[config.mk]
export PLATFORM = sky130hd
export DESIGN_NAME = rom_image_check
export DESIGN_NICKNAME = d
export VERILOG_FILES = /design/src/rtl/rimg_pkg.sv /design/src/rtl/rimg_len_unit.sv /design/src/rtl/rimg_crc_acc.sv /design/src/rtl/rom_image_check.sv
export SDC_FILE = /design/constraint.sdc
export NUM_CORES = 1
export LEC_CHECK = 0
export BUFFER_PORTS_ARGS = -buffer_cell sky130_fd_sc_hd__clkbuf_2
export CAP_MARGIN = 30
export CORE_MARGIN = 4
export CORE_UTILIZATION = 65
export CTS_CLUSTER_SIZE = 24
export DETAILED_ROUTE_END_ITERATION = 10
export PLACE_DENSITY_LB_ADDON = 0.3
export SKIP_CTS_REPAIR_TIMING = 1
export SLEW_MARGIN = 20
export SYNTH_ARGS = -nofsm -noshare
export SYNTH_HDL_FRONTEND = slang
export SYNTH_SLANG_ARGS = --single-unit
[constraint.sdc]
create_clock -name clk -period 3.6 [get_ports clk]
set_input_delay 0.18 -clock clk [delete_from_list [all_inputs] [get_ports clk]]
set_output_delay 0.18 -clock clk [all_outputs]
set_load 0.02 [all_outputs]
[src/rtl/rimg_pkg.sv]
package rimg_pkg;

   typedef enum logic [2:0] {
      ERR_NONE  = 3'd0,
      ERR_SMALL = 3'd1,
      ERR_SIZE  = 3'd2,
      ERR_UID   = 3'd3,
      ERR_DATA  = 3'd4
   } rimg_err_e;

   typedef enum logic [1:0] {
      ST_LEN_LO,
      ST_LEN_HI,
      ST_IMAGE,
      ST_VERDICT
   } rimg_state_e;

endpackage

[src/rtl/rimg_len_unit.sv]
module rimg_len_unit #(
   parameter int LEN_BITS   = 10,
   parameter int DATA_START = 13,
   parameter int SIZE_W     = LEN_BITS + 1
) (
   input  logic [7:0]          lo_byte,
   input  logic [LEN_BITS-9:0] hi_bits,
   output logic [SIZE_W-1:0]   size
);

   // the field is the word's low LEN_BITS bits; the offset of the payload
   // start is added to give the full image size
   assign size = SIZE_W'({hi_bits, lo_byte}) + SIZE_W'(DATA_START);

endmodule

[src/rtl/rimg_crc_acc.sv]
module rimg_crc_acc #(
   parameter int           W       = 8,
   parameter logic [W-1:0] POLY    = W'(7),
   parameter logic [W-1:0] INIT    = '1,
   parameter bit           REFLECT = 1'b0
) (
   input  logic         clk,
   input  logic         rst_n,
   input  logic         clear,
   input  logic         en,
   input  logic [7:0]   din,
   output logic [W-1:0] crc
);

   logic [W-1:0] crc_q;
   logic [W-1:0] crc_nxt;

   if (W < 8) begin : g_bad_w
      $error("rimg_crc_acc: W must be at least 8");
   end

   // generate picks the bit order: LSB-first (reflected) or MSB-first
   if (REFLECT) begin : g_lsb_first
      always_comb begin
         crc_nxt = crc_q ^ W'(din);
         for (int b = 0; b < 8; b++) begin
            crc_nxt = crc_nxt[0] ? ((crc_nxt >> 1) ^ POLY) : (crc_nxt >> 1);
         end
      end
   end else begin : g_msb_first
      always_comb begin
         crc_nxt = crc_q ^ {din, {(W-8){1'b0}}};
         for (int b = 0; b < 8; b++) begin
            crc_nxt = crc_nxt[W-1] ? ((crc_nxt << 1) ^ POLY) : (crc_nxt << 1);
         end
      end
   end

   always_ff @(posedge clk) begin
      if (!rst_n || clear) begin
         crc_q <= INIT;
      end else if (en) begin
         crc_q <= crc_nxt;
      end
   end

   assign crc = crc_q;

endmodule

[src/rtl/rom_image_check.sv]
module rom_image_check #(
   parameter int LEN_BITS  = 10,
   parameter int UID_BYTES = 8,
   parameter int HDR_BYTES = 22,
   parameter int MAX_REV   = 1,
   parameter bit REV_WARN  = 1'b1
) (
   input  logic                   clk,
   input  logic                   rst_n,
   input  logic                   in_valid,
   input  logic [7:0]             in_byte,
   output logic                   done,
   output logic                   img_ok,
   output logic                   rev_warn,
   output logic [2:0]             err_code,
   output logic [LEN_BITS:0]      img_size,
   output logic [UID_BYTES*8-1:0] dev_uid
);
   import rimg_pkg::*;

   localparam int SIZE_W     = LEN_BITS + 1;
   localparam int UID_W      = UID_BYTES * 8;
   localparam int DCRC_FIRST = UID_BYTES + 1;
   localparam int DATA_START = UID_BYTES + 5;
   localparam int REV_IDX    = DATA_START;
   localparam int LEN_IDX    = DATA_START + 1;

   localparam logic [SIZE_W-1:0] I_UCRC   = '0;
   localparam logic [SIZE_W-1:0] I_UID_LO = SIZE_W'(1);
   localparam logic [SIZE_W-1:0] I_UID_HI = SIZE_W'(UID_BYTES);
   localparam logic [SIZE_W-1:0] I_DC_LO  = SIZE_W'(DCRC_FIRST);
   localparam logic [SIZE_W-1:0] I_DATA   = SIZE_W'(DATA_START);
   localparam logic [SIZE_W-1:0] I_REV    = SIZE_W'(REV_IDX);
   localparam logic [SIZE_W-1:0] I_LEN_LO = SIZE_W'(LEN_IDX);
   localparam logic [SIZE_W-1:0] I_LEN_HI = SIZE_W'(LEN_IDX + 1);
   localparam logic [SIZE_W-1:0] MIN_SIZE = SIZE_W'(HDR_BYTES);

   if (LEN_BITS < 9 || LEN_BITS > 16) begin : g_bad_len
      $error("rom_image_check: LEN_BITS must be 9..16");
   end
   if (HDR_BYTES < LEN_IDX + 2) begin : g_bad_hdr
      $error("rom_image_check: HDR_BYTES must cover the length field");
   end
   if (DATA_START >= (1 << LEN_BITS)) begin : g_bad_start
      $error("rom_image_check: payload offset exceeds size range");
   end

   rimg_state_e      state_q;
   logic [SIZE_W-1:0] idx_q;
   logic [SIZE_W-1:0] size_q;
   logic [7:0]        len_lo_q;
   logic [7:0]        hdr_lo_q;
   logic [7:0]        ucrc_q;
   logic [31:0]       dcrc_q;
   logic [7:0]        rev_q;
   logic [UID_W-1:0]  uid_q;
   logic              small_q;
   logic              size_bad_q;

   logic [SIZE_W-1:0] size_early;
   logic [SIZE_W-1:0] size_hdr;
   logic [7:0]        crc8_v;
   logic [31:0]       crc32_v;
   logic              job_start;
   logic              take_img;
   logic              rev_high;
   rimg_err_e         err_nxt;

   assign job_start = (state_q == ST_LEN_LO) && in_valid;
   assign take_img  = (state_q == ST_IMAGE) && in_valid;

   rimg_len_unit #(.LEN_BITS(LEN_BITS), .DATA_START(DATA_START), .SIZE_W(SIZE_W))
      u_len_early (.lo_byte(len_lo_q), .hi_bits(in_byte[LEN_BITS-9:0]), .size(size_early));

   rimg_len_unit #(.LEN_BITS(LEN_BITS), .DATA_START(DATA_START), .SIZE_W(SIZE_W))
      u_len_hdr (.lo_byte(hdr_lo_q), .hi_bits(in_byte[LEN_BITS-9:0]), .size(size_hdr));

   rimg_crc_acc #(.W(8), .POLY(8'h07), .INIT(8'hFF), .REFLECT(1'b0)) u_crc8 (
      .clk(clk), .rst_n(rst_n), .clear(job_start),
      .en(take_img && idx_q >= I_UID_LO && idx_q <= I_UID_HI),
      .din(in_byte), .crc(crc8_v));

   rimg_crc_acc #(.W(32), .POLY(32'h82F6_3B78), .INIT(32'hFFFF_FFFF), .REFLECT(1'b1)) u_crc32 (
      .clk(clk), .rst_n(rst_n), .clear(job_start),
      .en(take_img && idx_q >= I_DATA),
      .din(in_byte), .crc(crc32_v));

   // variant: revision warning enabled or tied off
   if (REV_WARN) begin : g_rev
      assign rev_high = (rev_q > 8'(MAX_REV));
   end else begin : g_no_rev
      assign rev_high = 1'b0;
   end

   always_comb begin
      if (small_q)                       err_nxt = ERR_SMALL;
      else if (size_bad_q)               err_nxt = ERR_SIZE;
      else if (crc8_v != ucrc_q)         err_nxt = ERR_UID;
      else if (~crc32_v != dcrc_q)       err_nxt = ERR_DATA;
      else                               err_nxt = ERR_NONE;
   end

   // stream sequencing and header field capture
   always_ff @(posedge clk) begin
      if (!rst_n) begin
         state_q    <= ST_LEN_LO;
         idx_q      <= '0;
         size_q     <= '0;
         len_lo_q   <= '0;
         hdr_lo_q   <= '0;
         ucrc_q     <= '0;
         dcrc_q     <= '0;
         rev_q      <= '0;
         uid_q      <= '0;
         small_q    <= 1'b0;
         size_bad_q <= 1'b0;
      end else begin
         case (state_q)
            ST_LEN_LO: if (in_valid) begin
               len_lo_q   <= in_byte;
               small_q    <= 1'b0;
               size_bad_q <= 1'b0;
               rev_q      <= '0;
               state_q    <= ST_LEN_HI;
            end
            ST_LEN_HI: if (in_valid) begin
               size_q <= size_early;
               idx_q  <= '0;
               if (size_early < MIN_SIZE) begin
                  small_q <= 1'b1;
                  state_q <= ST_VERDICT;
               end else begin
                  state_q <= ST_IMAGE;
               end
            end
            ST_IMAGE: if (in_valid) begin
               if (idx_q == I_UCRC) ucrc_q <= in_byte;
               for (int k = 0; k < UID_BYTES; k++) begin
                  if (idx_q == I_UID_LO + SIZE_W'(k)) uid_q[k*8 +: 8] <= in_byte;
               end
               for (int k = 0; k < 4; k++) begin
                  if (idx_q == I_DC_LO + SIZE_W'(k)) dcrc_q[k*8 +: 8] <= in_byte;
               end
               if (idx_q == I_REV)    rev_q    <= in_byte;
               if (idx_q == I_LEN_LO) hdr_lo_q <= in_byte;
               if (idx_q == I_LEN_HI) size_bad_q <= (size_hdr != size_q);
               if (idx_q == size_q - SIZE_W'(1)) state_q <= ST_VERDICT;
               idx_q <= idx_q + SIZE_W'(1);
            end
            default: state_q <= ST_LEN_LO;
         endcase
      end
   end

   // verdict registers, updated only in the cycle after the last byte
   always_ff @(posedge clk) begin
      if (!rst_n) begin
         done     <= 1'b0;
         img_ok   <= 1'b0;
         rev_warn <= 1'b0;
         err_code <= '0;
         img_size <= '0;
         dev_uid  <= '0;
      end else begin
         done <= (state_q == ST_VERDICT);
         if (state_q == ST_VERDICT) begin
            err_code <= err_nxt;
            img_ok   <= (err_nxt == ERR_NONE);
            rev_warn <= !small_q && rev_high;
            img_size <= size_q;
            dev_uid  <= uid_q;
         end
      end
   end

endmodule

After elaboration in Yosys (flattened, before gate mapping)
Index checks and enable logic that the tools add are counted.
W data, S select, Z words.
- bits of input ports: 11
- output and inout bits: 81
- flip-flop bits (word level): 275
- logic and storage cells: 162
- bitwise logic cells: 19
- equality and inequality tests: 29
- magnitude comparators: 5
- muxes and demuxes: 40
- reductions and logical operators: 36
- add/subtract/negate cells: 4
- operators by type and width (cell ; count):
    $mux W32 ; 8
    $not A16 Y17 ; 8
    $eq A11 B4 Y1 const B ; 8
    $reduce_and A3 Y1 ; 15
    $eq A11 B3 Y1 const B ; 4
    $mux W3 ; 12
    $ne A32 B32 Y1 ; 1
    $not A32 Y32 ; 1
    $xor A32 B8 Y32 ; 1
    $mux W8 ; 3
    $not A3 Y3 ; 8
    $add A10 B4 Y11 const B ; 2
    $eq A11 B2 Y1 const B ; 2
    $mux W11 ; 2
    $pmux W11 S2 ; 1
    $pmux W8 S2 ; 1
    $reduce_and A4 Y1 ; 4
    $add A11 B1 Y11 const B ; 1
    $eq A11 B1 Y1 const B ; 1
    $eq A11 B11 Y1 ; 1
    $ge A11 B1 Y1 const B ; 1
    $ge A11 B4 Y1 const B ; 1
    $le A11 B4 Y1 const B ; 1
    $logic_not A11 Y1 ; 1
    21 further kinds ; 45

Logic depth before layout (Yosys ltp)
Gate-level depths: netlist of run 1.
- depth in word-level cells: 17
- depth in mapped cells: 10
- mapped depth without buffers: 8

Hierarchy
Synthesis of run 1 repeated with hierarchy kept, for this count alone.
- cell total of the unflattened synthesis: 1435
- area total of the unflattened synthesis: 13150.1 µm²
- by module, submodules not included (module ; instances ; cells an instance ; area an instance (µm²) ; seq. area each (µm²)):
    rom_image_check ; 1 ; 1135 ; 10131.0 ; 4684.5
    rimg_crc_acc (u_crc32) ; 1 ; 202 ; 2098.3 ; 640.6
    rimg_crc_acc (u_crc8) ; 1 ; 54 ; 590.6 ; 160.2
    rimg_len_unit ; 2 ; 22 ; 165.2 ; 0.0

Worst setup path before layout of run 1
OpenSTA, ideal clock, no wires.
- path type: register to register
- from: register size_q[0]
- to: register state_q[0]
- period minus slack after synthesis: 2.361 ns
- cell stages (with the launch flop): 10
- slack: 1.239 ns
- setup time: 0.072 ns
- path buffers: 2
- arrival time: 2.289 ns
- required time: 3.528 ns
- cells stage by stage: dfxtp_1 -> clkbuf_1 -> inv_1 -> ha_1 -> clkbuf_1 -> and4b_1 -> o311a_1 -> or3_1 -> a31oi_1 -> mux2i_1
- word-level cells in the longest chain between the ends: 4
- ends and longest elaborated chain (item ; RTL line ; text):
    start: declaration ; rom_image_check.sv:50 ; logic [SIZE_W-1:0] size_q;
    start signal: assignment ; rom_image_check.sv:127 ; size_q <= size_early;
    $sub A11 B1 Y11 ; rom_image_check.sv:147 ; if (idx_q == size_q - SIZE_W'(1)) state_q <= ST_VERDICT;
    $eq A11 B11 Y1 ; rom_image_check.sv:147 ;
    $ne A2 B1 Y1 (no line) ; - ;
    $reduce_and A4 Y1 (no line) ; - ;
    end signal: assignment ; rom_image_check.sv:133 ; state_q <= ST_IMAGE;
    end signal: assignment ; rom_image_check.sv:147 ;
    end signal: assignment ; rom_image_check.sv:150 ; default: state_q <= ST_LEN_LO;
    end: declaration ; rom_image_check.sv:48 ; rimg_state_e state_q;
Every way passes these cells.
A chain may end at the register's enable or synchronous reset.

Final worst setup path of run 1
- from: register state_q[0]
- to: register dcrc_q[27]
- word-level cells in the longest chain between the ends: 2
- ends and longest elaborated chain (item ; RTL line ; text):
    start signal: assignment ; rom_image_check.sv:106 ; state_q <= ST_LEN_LO;
    start signal: assignment ; rom_image_check.sv:124 ; state_q <= ST_LEN_HI;
    start signal: assignment ; rom_image_check.sv:131 ; state_q <= ST_VERDICT;
    $eq A2 B2 Y1 ; rom_image_check.sv:118 ; case (state_q)
    $reduce_and A3 Y1 (no line) ; - ;
    end signal: indexed assignment ; rom_image_check.sv:142 ; if (idx_q == I_DC_LO + SIZE_W'(k)) dcrc_q[k*8 +: 8] <= in_byte;
    end: declaration ; rom_image_check.sv:54 ; logic [31:0] dcrc_q;
Every way passes these cells.

==> flow_summary.json, run 1 <==
{
  "drt_wl_total_um": 30710,
  "clk_pin_slew_ns": 0.06,
  "p_seq_share_pct": 43.4,
  "internal_power_mw": 5.387,
  "numCtsBuffers": 28,
  "fill_cells": 1439,
  "setup_tns_ns": 0,
  "worst_hold_path.num_cells": 2,
  "p_per_area_mw_per_mm2": 510.6,
  "cp_max_fo": 19,
  "hp-class": "in -> reg",
  "grt_max_degree": 181,
  "outcome": "finished clean",
  "timing.rr.start": "state_q[0]",
  "cts_tree": "done",
  "met1_length_um": 13520,
  "timing.final.crit_share_pct": 82.52,
  "multi_input_area_mm2": 0.007193,
  "critPathRequiredTime_ns": 4.05,
  "max_stage_delay_ns": 0.58,
  "drive_gt1_share_pct": 11.60,
  "root_buffer": "clkbuf_16",
  "clock_power_share_pct": 38.6,
  "switchingPower_mw": 2.082,
  "grt_pass1_wl_um": 50290,
  "coreArea_mm2": 0.01965,
  "gp_congestion": 0.8938,
  "rrSetupSlack_ns": 0.63,
  "initialDrtViolationCount": 719,
  "clock_sinks": 274,
  "die_w_um": 150.1,
  "firstDrtPassIters": 5,
  "clock_latency_ns": 0.54,
  "via_count": 9871,
  "p_sw_share_pct": 27.88,
  "synth_area_leaders": "dfxtp_1, mux2i_1, xnor2_1, nor2b_1, nand2_1",
  "arrival_ns": 3.42,
  "die_y_um": 150.1,
  "met3_length_um": 2034,
  "cp_num_buf_inv": 1,
  "synth_area_per_cell_um2": 9.371,
  "dieArea_mm2": 0.02252,
  "path_class": "reg -> reg",
  "ys_seq_elements": 274,
  "overflow": 0,
  "diodes": 0,
  "place_hpwl_um": 19970,
  "synth_warnings": 0,
  "end_kind": "flip-flop",
  "synth_largest_area_cell": "dfxtp_1",
  "grt_util_all_layers_pct": 27.46,
  "holdWs_ns": 0.1211,
  "max-slew-margin-rel_pct": 40.82,
  "reg2reg_depth": 8,
  "regArea_mm2": 0.005485,
  "tightest_slew_ns": 0.8766,
  "syn_nets": 1423,
  "comb_power_share_pct": 18.0,
  "synth_seq_area_share_pct": 41.81,
  "skew_ns": 0.01384,
  "r2r_end": "dcrc_q[27]",
  "ys_dominant_reg_cell": "dfxtp_1",
  "via_per_inst": 5.732,
  "slew_viol_final": 0,
  "initial_core_util_pct": 66.75,
  "whs_endpoint": "len_lo_q[0]",
  "synth_cell_types": 62,
  "min_from": "rst_n",
  "routed-wl-met2_um": 14240,
  "synthArstFlopShare_pct": 0,
  "wl_per_cell_um": 17.83,
  "leakagePower_nw": 5.278,
  "crit_family": "simple AND/OR/NAND/NOR gates",
  "crit_chain": "inv_1 -> ha_1 -> and2_0 -> and2_1 -> nand3_1 -> nor2_1 -> nand2_1 -> a21boi_0",
  "drc": 0,
  "synth_top_area_share_pct": 41.81,
  "port_buffers": 91,
  "rsz0062_at_grt": "no",
  "synth_edf_count": 0,
  "setup_violations": 0,
  "syn_inst": 1400,
  "min_period_ns": 2.971,
  "hold_viol": 0,
  "max_freq_ghz": 0.3366,
  "grt_pass1_vias": 9592,
  "synth_area_mm2": 0.01312,
  "ios": 92,
  "row_count": 51,
  "detail-route-antenna-nets": 0,
  "start_kind": "flip-flop",
  "area_delta_synth_final_pct": 11.52,
  "clk_path_buf_depth": 3,
  "grt_antenna_before_repair": 0,
  "max-cap-violations": 0,
  "final_nets": 1460,
  "routed.top_layer": "met4",
  "htreeDepth": 1,
  "irDropWorstVdd_mv": 0.4392,
  "critPathSlowestCell": "nor2_1"
}
[cell families (layout without fill, tap and decap cells)]
kind of cell	Yosys count	count (layout)	share of synthesized area (%)
compound gates	230	230	11.93
simple gates	446	446	17.42
buf+inv	118	175	3.538
fa+ha+maj	12	12	1.144
mux	142	142	10.83
flops	274	274	41.81
xor+xnor	178	178	13.31
[through the flow]
step	instances	instance area (um2)	utilization, %	total power, mW	worst slack, ns
floorplan	1400	13120	-	4.336	1.239
global placement	1672	13710	69.75	4.592	0.8431
finish	1722	14630	74.44	7.470	0.6293
global route	1722	14630	74.44	7.763	0.2342
detailed placement	1672	13710	69.75	4.626	0.6485
CTS	1722	14630	74.44	7.495	0.6702
[synthesized netlist by cell type, types with 2 or more instances]
library cell / number
o2111ai_1: 2
a31oi_1: 6
nand3b_1: 2
nor3_1: 12
and2_1: 20
nor2_2: 6
xnor3_1: 6
nand3_1: 24
ha_1: 12
a21boi_0: 72
nand2_1: 158
xnor2_2: 3
a22oi_1: 2
or3_1: 4
xnor2_1: 122
a211o_1: 6
xor3_1: 2
o211ai_1: 31
nand2b_1: 3
buf_1: 7
o211a_1: 6
nor4_1: 14
buf_4: 2
mux2i_1: 142
nor2_1: 37
nand4_1: 12
nor2b_1: 142
buf_2: 5
clkbuf_1: 89
a41oi_1: 2
o21ai_1: 2
xor2_1: 42
a211oi_1: 7
inv_1: 14
a21oi_1: 7
o311ai_1: 2
nor3b_1: 4
o21a_1: 3
dfxtp_1: 274
o21ai_0: 71
nor4b_1: 2
[worst reg2reg max path: stages (launching register included)]
cell	delay, ns
dfxtp_1	0.37
inv_1	0.11
ha_1	0.44
and2_0	0.39
and2_1	0.22
nand3_1	0.45
nor2_1	0.58
nand2_1	0.12
a21boi_0	0.19
[cell usage in the layout, fill, tap and decap left out, drive strengths merged, types with 3 or more instances in the layout]
master	instances
dfxtp	274
nand2	158
mux2i	142
nor2b	142
clkbuf	131
xnor2	126
o21ai	73
a21boi	72
xor2	43
nor2	43
o211ai	31
nand3	24
and2	21
buf	21
nor4	15
inv	14
nor3	12
nand4	12
ha	12
a21oi	7
a211oi	7
xnor3	7
a31oi	6
a211o	6
o211a	6
clkinv	6
or3	4
nor3b	4
o21a	3
nand2b	3
o311ai	3
[layout make-up]
type,count,area share (%)
inverters,14,0.3592
multi-input cells,1008,49.17
flip-flops and latches,274,37.49
well taps,265,2.266
repair buffers,111,4.413
clock inverters,9,0.6927
clock buffers,41,5.610
[power groups by stage]
stage	clock network (mW)	logic, mW	registers (mW)
2_1_floorplan	0	1.12	3.22
3_3_place_gp	0	1.29	3.30
3_5_place_dp	0	1.32	3.31
4_1_cts	2.92	1.33	3.24
5_1_grt	3.05	1.46	3.25
6_report	2.89	1.34	3.24
[sequential cells by signal, indices dropped and copies added, names as in the netlist, 2 cells and up]
register     count
ucrc_q           8
dev_uid         64
u_crc32.crc     32
idx_q           11
hdr_lo_q         8
err_code         3
uid_q           64
img_size        11
size_q          11
u_crc8.crc       8
dcrc_q          32
len_lo_q         8
state_q          2
rev_q            7
[per-layer routing]
layer,global-route usage [%],vias to the layer above
met3,4.240,72
li1,-,4809
met5,0,-
met2,44.81,316
met1,37.60,4674
met4,8.692,0
[worst max path at each step]
stage,start,end,slack [ns],cells past startpoint
2_1_floorplan,size_q[0],state_q[0],1.24,9
3_3_place_gp,state_q[0],dcrc_q[25],0.84,8
3_5_place_dp,state_q[0],dcrc_q[27],0.65,8
4_1_cts,state_q[0],dcrc_q[27],0.67,8
5_1_grt,state_q[0],dcrc_q[28],0.23,8
6_report,state_q[0],dcrc_q[27],0.63,8
No activity file was read; power rests on OpenSTA's default activity.
==> run 2: changes to the inputs <==
CORE_UTILIZATION = 61   (was 65)
clock period = 2.79 ns   (was 3.6 ns; I/O delays follow)
==> flow_summary.json, run 2 (synthesis gave the netlist of run 1 again) <==
{
  "drt_wl_total_um": 31250,
  "timing.final.crit_share_pct": 92.52,
  "tightest_slew_ns": 0.7915,
  "grt_pass1_wl_um": 51310,
  "start_kind": "flip-flop",
  "place_ws_ns": 0.2607,
  "setup_tns_ns": 0,
  "cp_num_buf_inv": 0,
  "dieArea_mm2": 0.02392,
  "clk_path_buf_depth": 3,
  "slew_viol_final": 0,
  "coreArea_mm2": 0.02109,
  "grt_util_all_layers_pct": 25.81,
  "cts_tree": "done",
  "outcome": "finished clean",
  "die_w_um": 154.7,
  "largestRegisters": "dev_uid (64), uid_q (64)",
  "cp_max_fo": 8,
  "grt_pass1_vias": 9739,
  "max-slew-margin-rel_pct": 46.85,
  "diodes": 0,
  "arrival_ns": 3.05,
  "max_freq_ghz": 0.3874,
  "area_delta_synth_final_pct": 13.15,
  "ios": 92,
  "final_nets": 1480,
  "irDropWorstVdd_mv": 0.5527,
  "max-cap-violations": 0,
  "min_period_ns": 2.581,
  "root_buffer": "clkbuf_16",
  "via_per_inst": 5.691,
  "clock_latency_ns": 0.56,
  "crit_chain": "nor3_1 -> and4b_1 -> o311a_1 -> or3_1 -> a31oi_1 -> mux2i_1",
  "firstDrtPassIters": 5,
  "final_common_cell": "dfxtp_1",
  "clock_sinks": 274,
  "setup_slack_ns": 0.2086,
  "grt_antenna_before_repair": 1,
  "rrSetupSlack_ns": 0.21,
  "fill_cells": 1588,
  "drive_gt1_share_pct": 12.86,
  "mostFrequentLayoutCells": "dfxtp_1, nand2_1, mux2i_1, nor2b_1, xnor2_1",
  "die_y_um": 154.7,
  "initial_core_util_pct": 62.21,
  "via_count": 9970,
  "port_buffers": 91,
  "end_kind": "flip-flop",
  "path_class": "reg -> reg",
  "hp-class": "in -> reg",
  "initialDrtViolationCount": 716,
  "drc": 0,
  "worst_hold_path.num_cells": 3,
  "p_per_area_mw_per_mm2": 662.2,
  "gp_congestion": 0.9101,
  "critPathRequiredTime_ns": 3.26,
  "crit_family": "simple AND/OR/NAND/NOR gates",
  "skew_ns": 0.01904,
  "reg2reg_depth": 6,
  "critPathSlowestCell": "nor3_1",
  "row_count": 53,
  "fin_util_pct": 70.39,
  "htreeDepth": 1,
  "overflow": 0,
  "grt_max_degree": 169,
  "setup_violations": 0,
  "place_hpwl_um": 20360,
  "rsz0062_at_grt": "no",
  "numCtsBuffers": 28,
  "max_stage_delay_ns": 0.50,
  "detail-route-antenna-nets": 0,
  "worst-path-stages": 6,
  "clk_pin_slew_ns": 0.06,
  "wl_per_cell_um": 17.83,
  "leakagePower_nw": 5.402,
  "hold_viol": 0
}
[run 2: final cells by class]
type	count	area (um2)	area share, %
multi-input cells	1008	7193	48.46
flip-flops and latches	274	5485	36.95
clock buffers	42	833.3	5.614
repair buffers	131	795.8	5.361
well taps	275	344.1	2.318
clock inverters	8	140.1	0.9440
inverters	14	52.55	0.3540
[run 2: worst reg2reg max path: cells and delay by family (launching register included)]
family,cells,cell delay [ns]
AOI/OAI and AO/OA,2,0.72
muxes,1,0.24
DFF,1,0.39
and+or+nand+nor,3,1.16
[run 2: report_power, final]
group	total [mW]	internal [mW]	switching (mW)
Clock	3.90	2.34	1.56
Sequential	4.17	4.01	0.160
Combinational	1.76	0.746	1.01
[run 2: final timing paths]
check / startpoint / to
hold reg to reg: img_ok / img_ok
setup reg to reg: size_q[0] / state_q[0]
hold / removal: in_byte[3] / u_crc32.crc[27]
setup / recovery: size_q[0] / state_q[0]
[run 2: metal layers]
| metal | GRT usage [%] | share of wire, % | up-vias |
|---|---|---|---|
| met5 | 0 | 0.045 | - |
| met4 | 8.537 | 3.0 | 2 |
| met3 | 4.337 | 6.3 | 72 |
| met2 | 41.85 | 46 | 297 |
| met1 | 35.23 | 45 | 4742 |
| li1 | - | - | 4857 |
[run 2: through the flow]
step	instances	hold WS, ns	power, mW	area (um2)
2_1_floorplan	1400	0.4264	5.595	13120
3_3_place_gp	1702	0.4671	5.944	13870
3_5_place_dp	1702	0.4774	5.978	13870
4_1_cts	1752	0.09771	9.862	14840
5_1_grt	1752	0.1376	10.21	14840
6_report	1752	0.1161	9.830	14840
==> run 3: changes to the inputs <==
RECOVER_POWER = 50   (was unset)
==> flow_summary.json, run 3 (synthesis gave the netlist of run 1 again) <==
{
  "clk_pin_slew_ns": 0.06,
  "end_kind": "flip-flop",
  "dieArea_mm2": 0.02392,
  "skew_ns": 0.01900,
  "hold_viol": 0,
  "clk_path_buf_depth": 3,
  "final_common_cell": "dfxtp_1",
  "max-cap-violations": 1,
  "initial_core_util_pct": 62.21,
  "grt_max_degree": 169,
  "detail-route-antenna-nets": 0,
  "initialDrtViolationCount": 712,
  "via_count": 9942,
  "area_delta_synth_final_pct": 12.21,
  "row_count": 53,
  "max_freq_ghz": 0.3858,
  "stdcell_count": 1752,
  "timing.final.crit_share_pct": 92.90,
  "cts_tree": "done",
  "rsz0062_at_grt": "no",
  "fill_cells": 1637,
  "drt_wl_total_um": 31170,
  "p_total_mw": 9.815,
  "coreArea_mm2": 0.02109,
  "die_w_um": 154.7,
  "drc": 0,
  "port_buffers": 91,
  "firstDrtPassIters": 5,
  "final_nets": 1480,
  "clock_sinks": 274,
  "grt_pass1_wl_um": 51310,
  "critPathRequiredTime_ns": 3.24,
  "clock_latency_ns": 0.56,
  "outcome": "complete, but fails checks",
  "grt_util_all_layers_pct": 25.81,
  "p_per_area_mw_per_mm2": 666.7,
  "setup_tns_ns": 0,
  "irDropWorstVdd_mv": 0.5534,
  "numCtsBuffers": 28,
  "ios": 92,
  "htreeDepth": 1,
  "min_period_ns": 2.592,
  "place_hpwl_um": 20360,
  "dp.cells": 1702,
  "wl_per_cell_um": 17.79,
  "start_kind": "flip-flop",
  "arrival_ns": 3.04,
  "root_buffer": "clkbuf_16",
  "overflow": 0,
  "grt_antenna_before_repair": 1,
  "hp-class": "in -> reg",
  "leakagePower_nw": 5.109,
  "fin_util_pct": 69.81,
  "tightest_slew_ns": 1.511,
  "slew_viol_final": 23,
  "setup_violations": 0,
  "grt_pass1_vias": 9739,
  "largestRegisters": "dev_uid (64), uid_q (64)",
  "cp_max_fo": 23,
  "die_y_um": 154.7,
  "via_per_inst": 5.675,
  "path_class": "reg -> reg",
  "violations": "max-capacitance violations, max-slew violations",
  "diodes": 0,
  "max-slew-margin-rel_pct": -0.7628,
  "mostFrequentLayoutCells": "dfxtp_1, nand2_1, mux2i_1, nor2b_1, xnor2_1",
  "gp_congestion": 0.9101,
  "drive_gt1_share_pct": 7.177
}
-- run 3: critical path: stages (launching register included) --
cell and delay, ns:
dfxtp_1 0.41, ha_1 1.21, clkbuf_2 0.55, mux2i_1 0.24, nor2b_1 0.08
-- run 3: worst paths after layout --
path / start / endpoint / slack [ns] / cells after the start
worst max register to register: state_q[0] / dev_uid[55] / 0.20 / 4
worst max-delay path: state_q[0] / dev_uid[55] / 0.20 / 4
worst min-delay path: in_byte[3] / u_crc32.crc[27] / 0.12 / 3
worst min register to register: err_code[1] / err_code[1] / 0.48 / 2
-- run 3: cell type report --
| cell class | instances | area [um2] | area share (%) |
|---|---|---|---|
| multi-input cells | 1008 | 7181 | 48.78 |
| flip-flops and latches | 274 | 5485 | 37.26 |
| clock buffers | 42 | 833.3 | 5.661 |
| repair buffers | 131 | 684.4 | 4.649 |
| well taps | 275 | 344.1 | 2.337 |
| clock inverters | 8 | 140.1 | 0.9520 |
| inverters | 14 | 52.55 | 0.3570 |
-- run 3: power by group --
part	internal, mW	switching (mW)	total [mW]
clock	2.34	1.57	3.91
sequential	4.01	0.154	4.16
combinational	0.731	1.01	1.74
total	7.08	2.73	9.81
-- run 3: metrics by stage --
step | area (um2) | worst slack, ns | hold slack [ns]
3_5_place_dp | 13870 | 0.2607 | 0.4774
5_1_grt | 14720 | 0.01120 | 0.1380
2_1_floorplan | 13120 | 0.4292 | 0.4264
4_1_cts | 14840 | 0.2261 | 0.09771
3_3_place_gp | 13870 | 0.3333 | 0.4671
6_report | 14720 | 0.1981 | 0.1156
-- run 3: routing by layer --
| metal | global-route usage [%] | vias up | wire, um |
|---|---|---|---|
| met5 | 0 | - | 14 |
| met4 | 8.537 | 2 | 884 |
| met3 | 4.337 | 67 | 2019 |
| met2 | 41.85 | 304 | 14390 |
| met1 | 35.23 | 4708 | 13870 |
| li1 | - | 4861 | - |
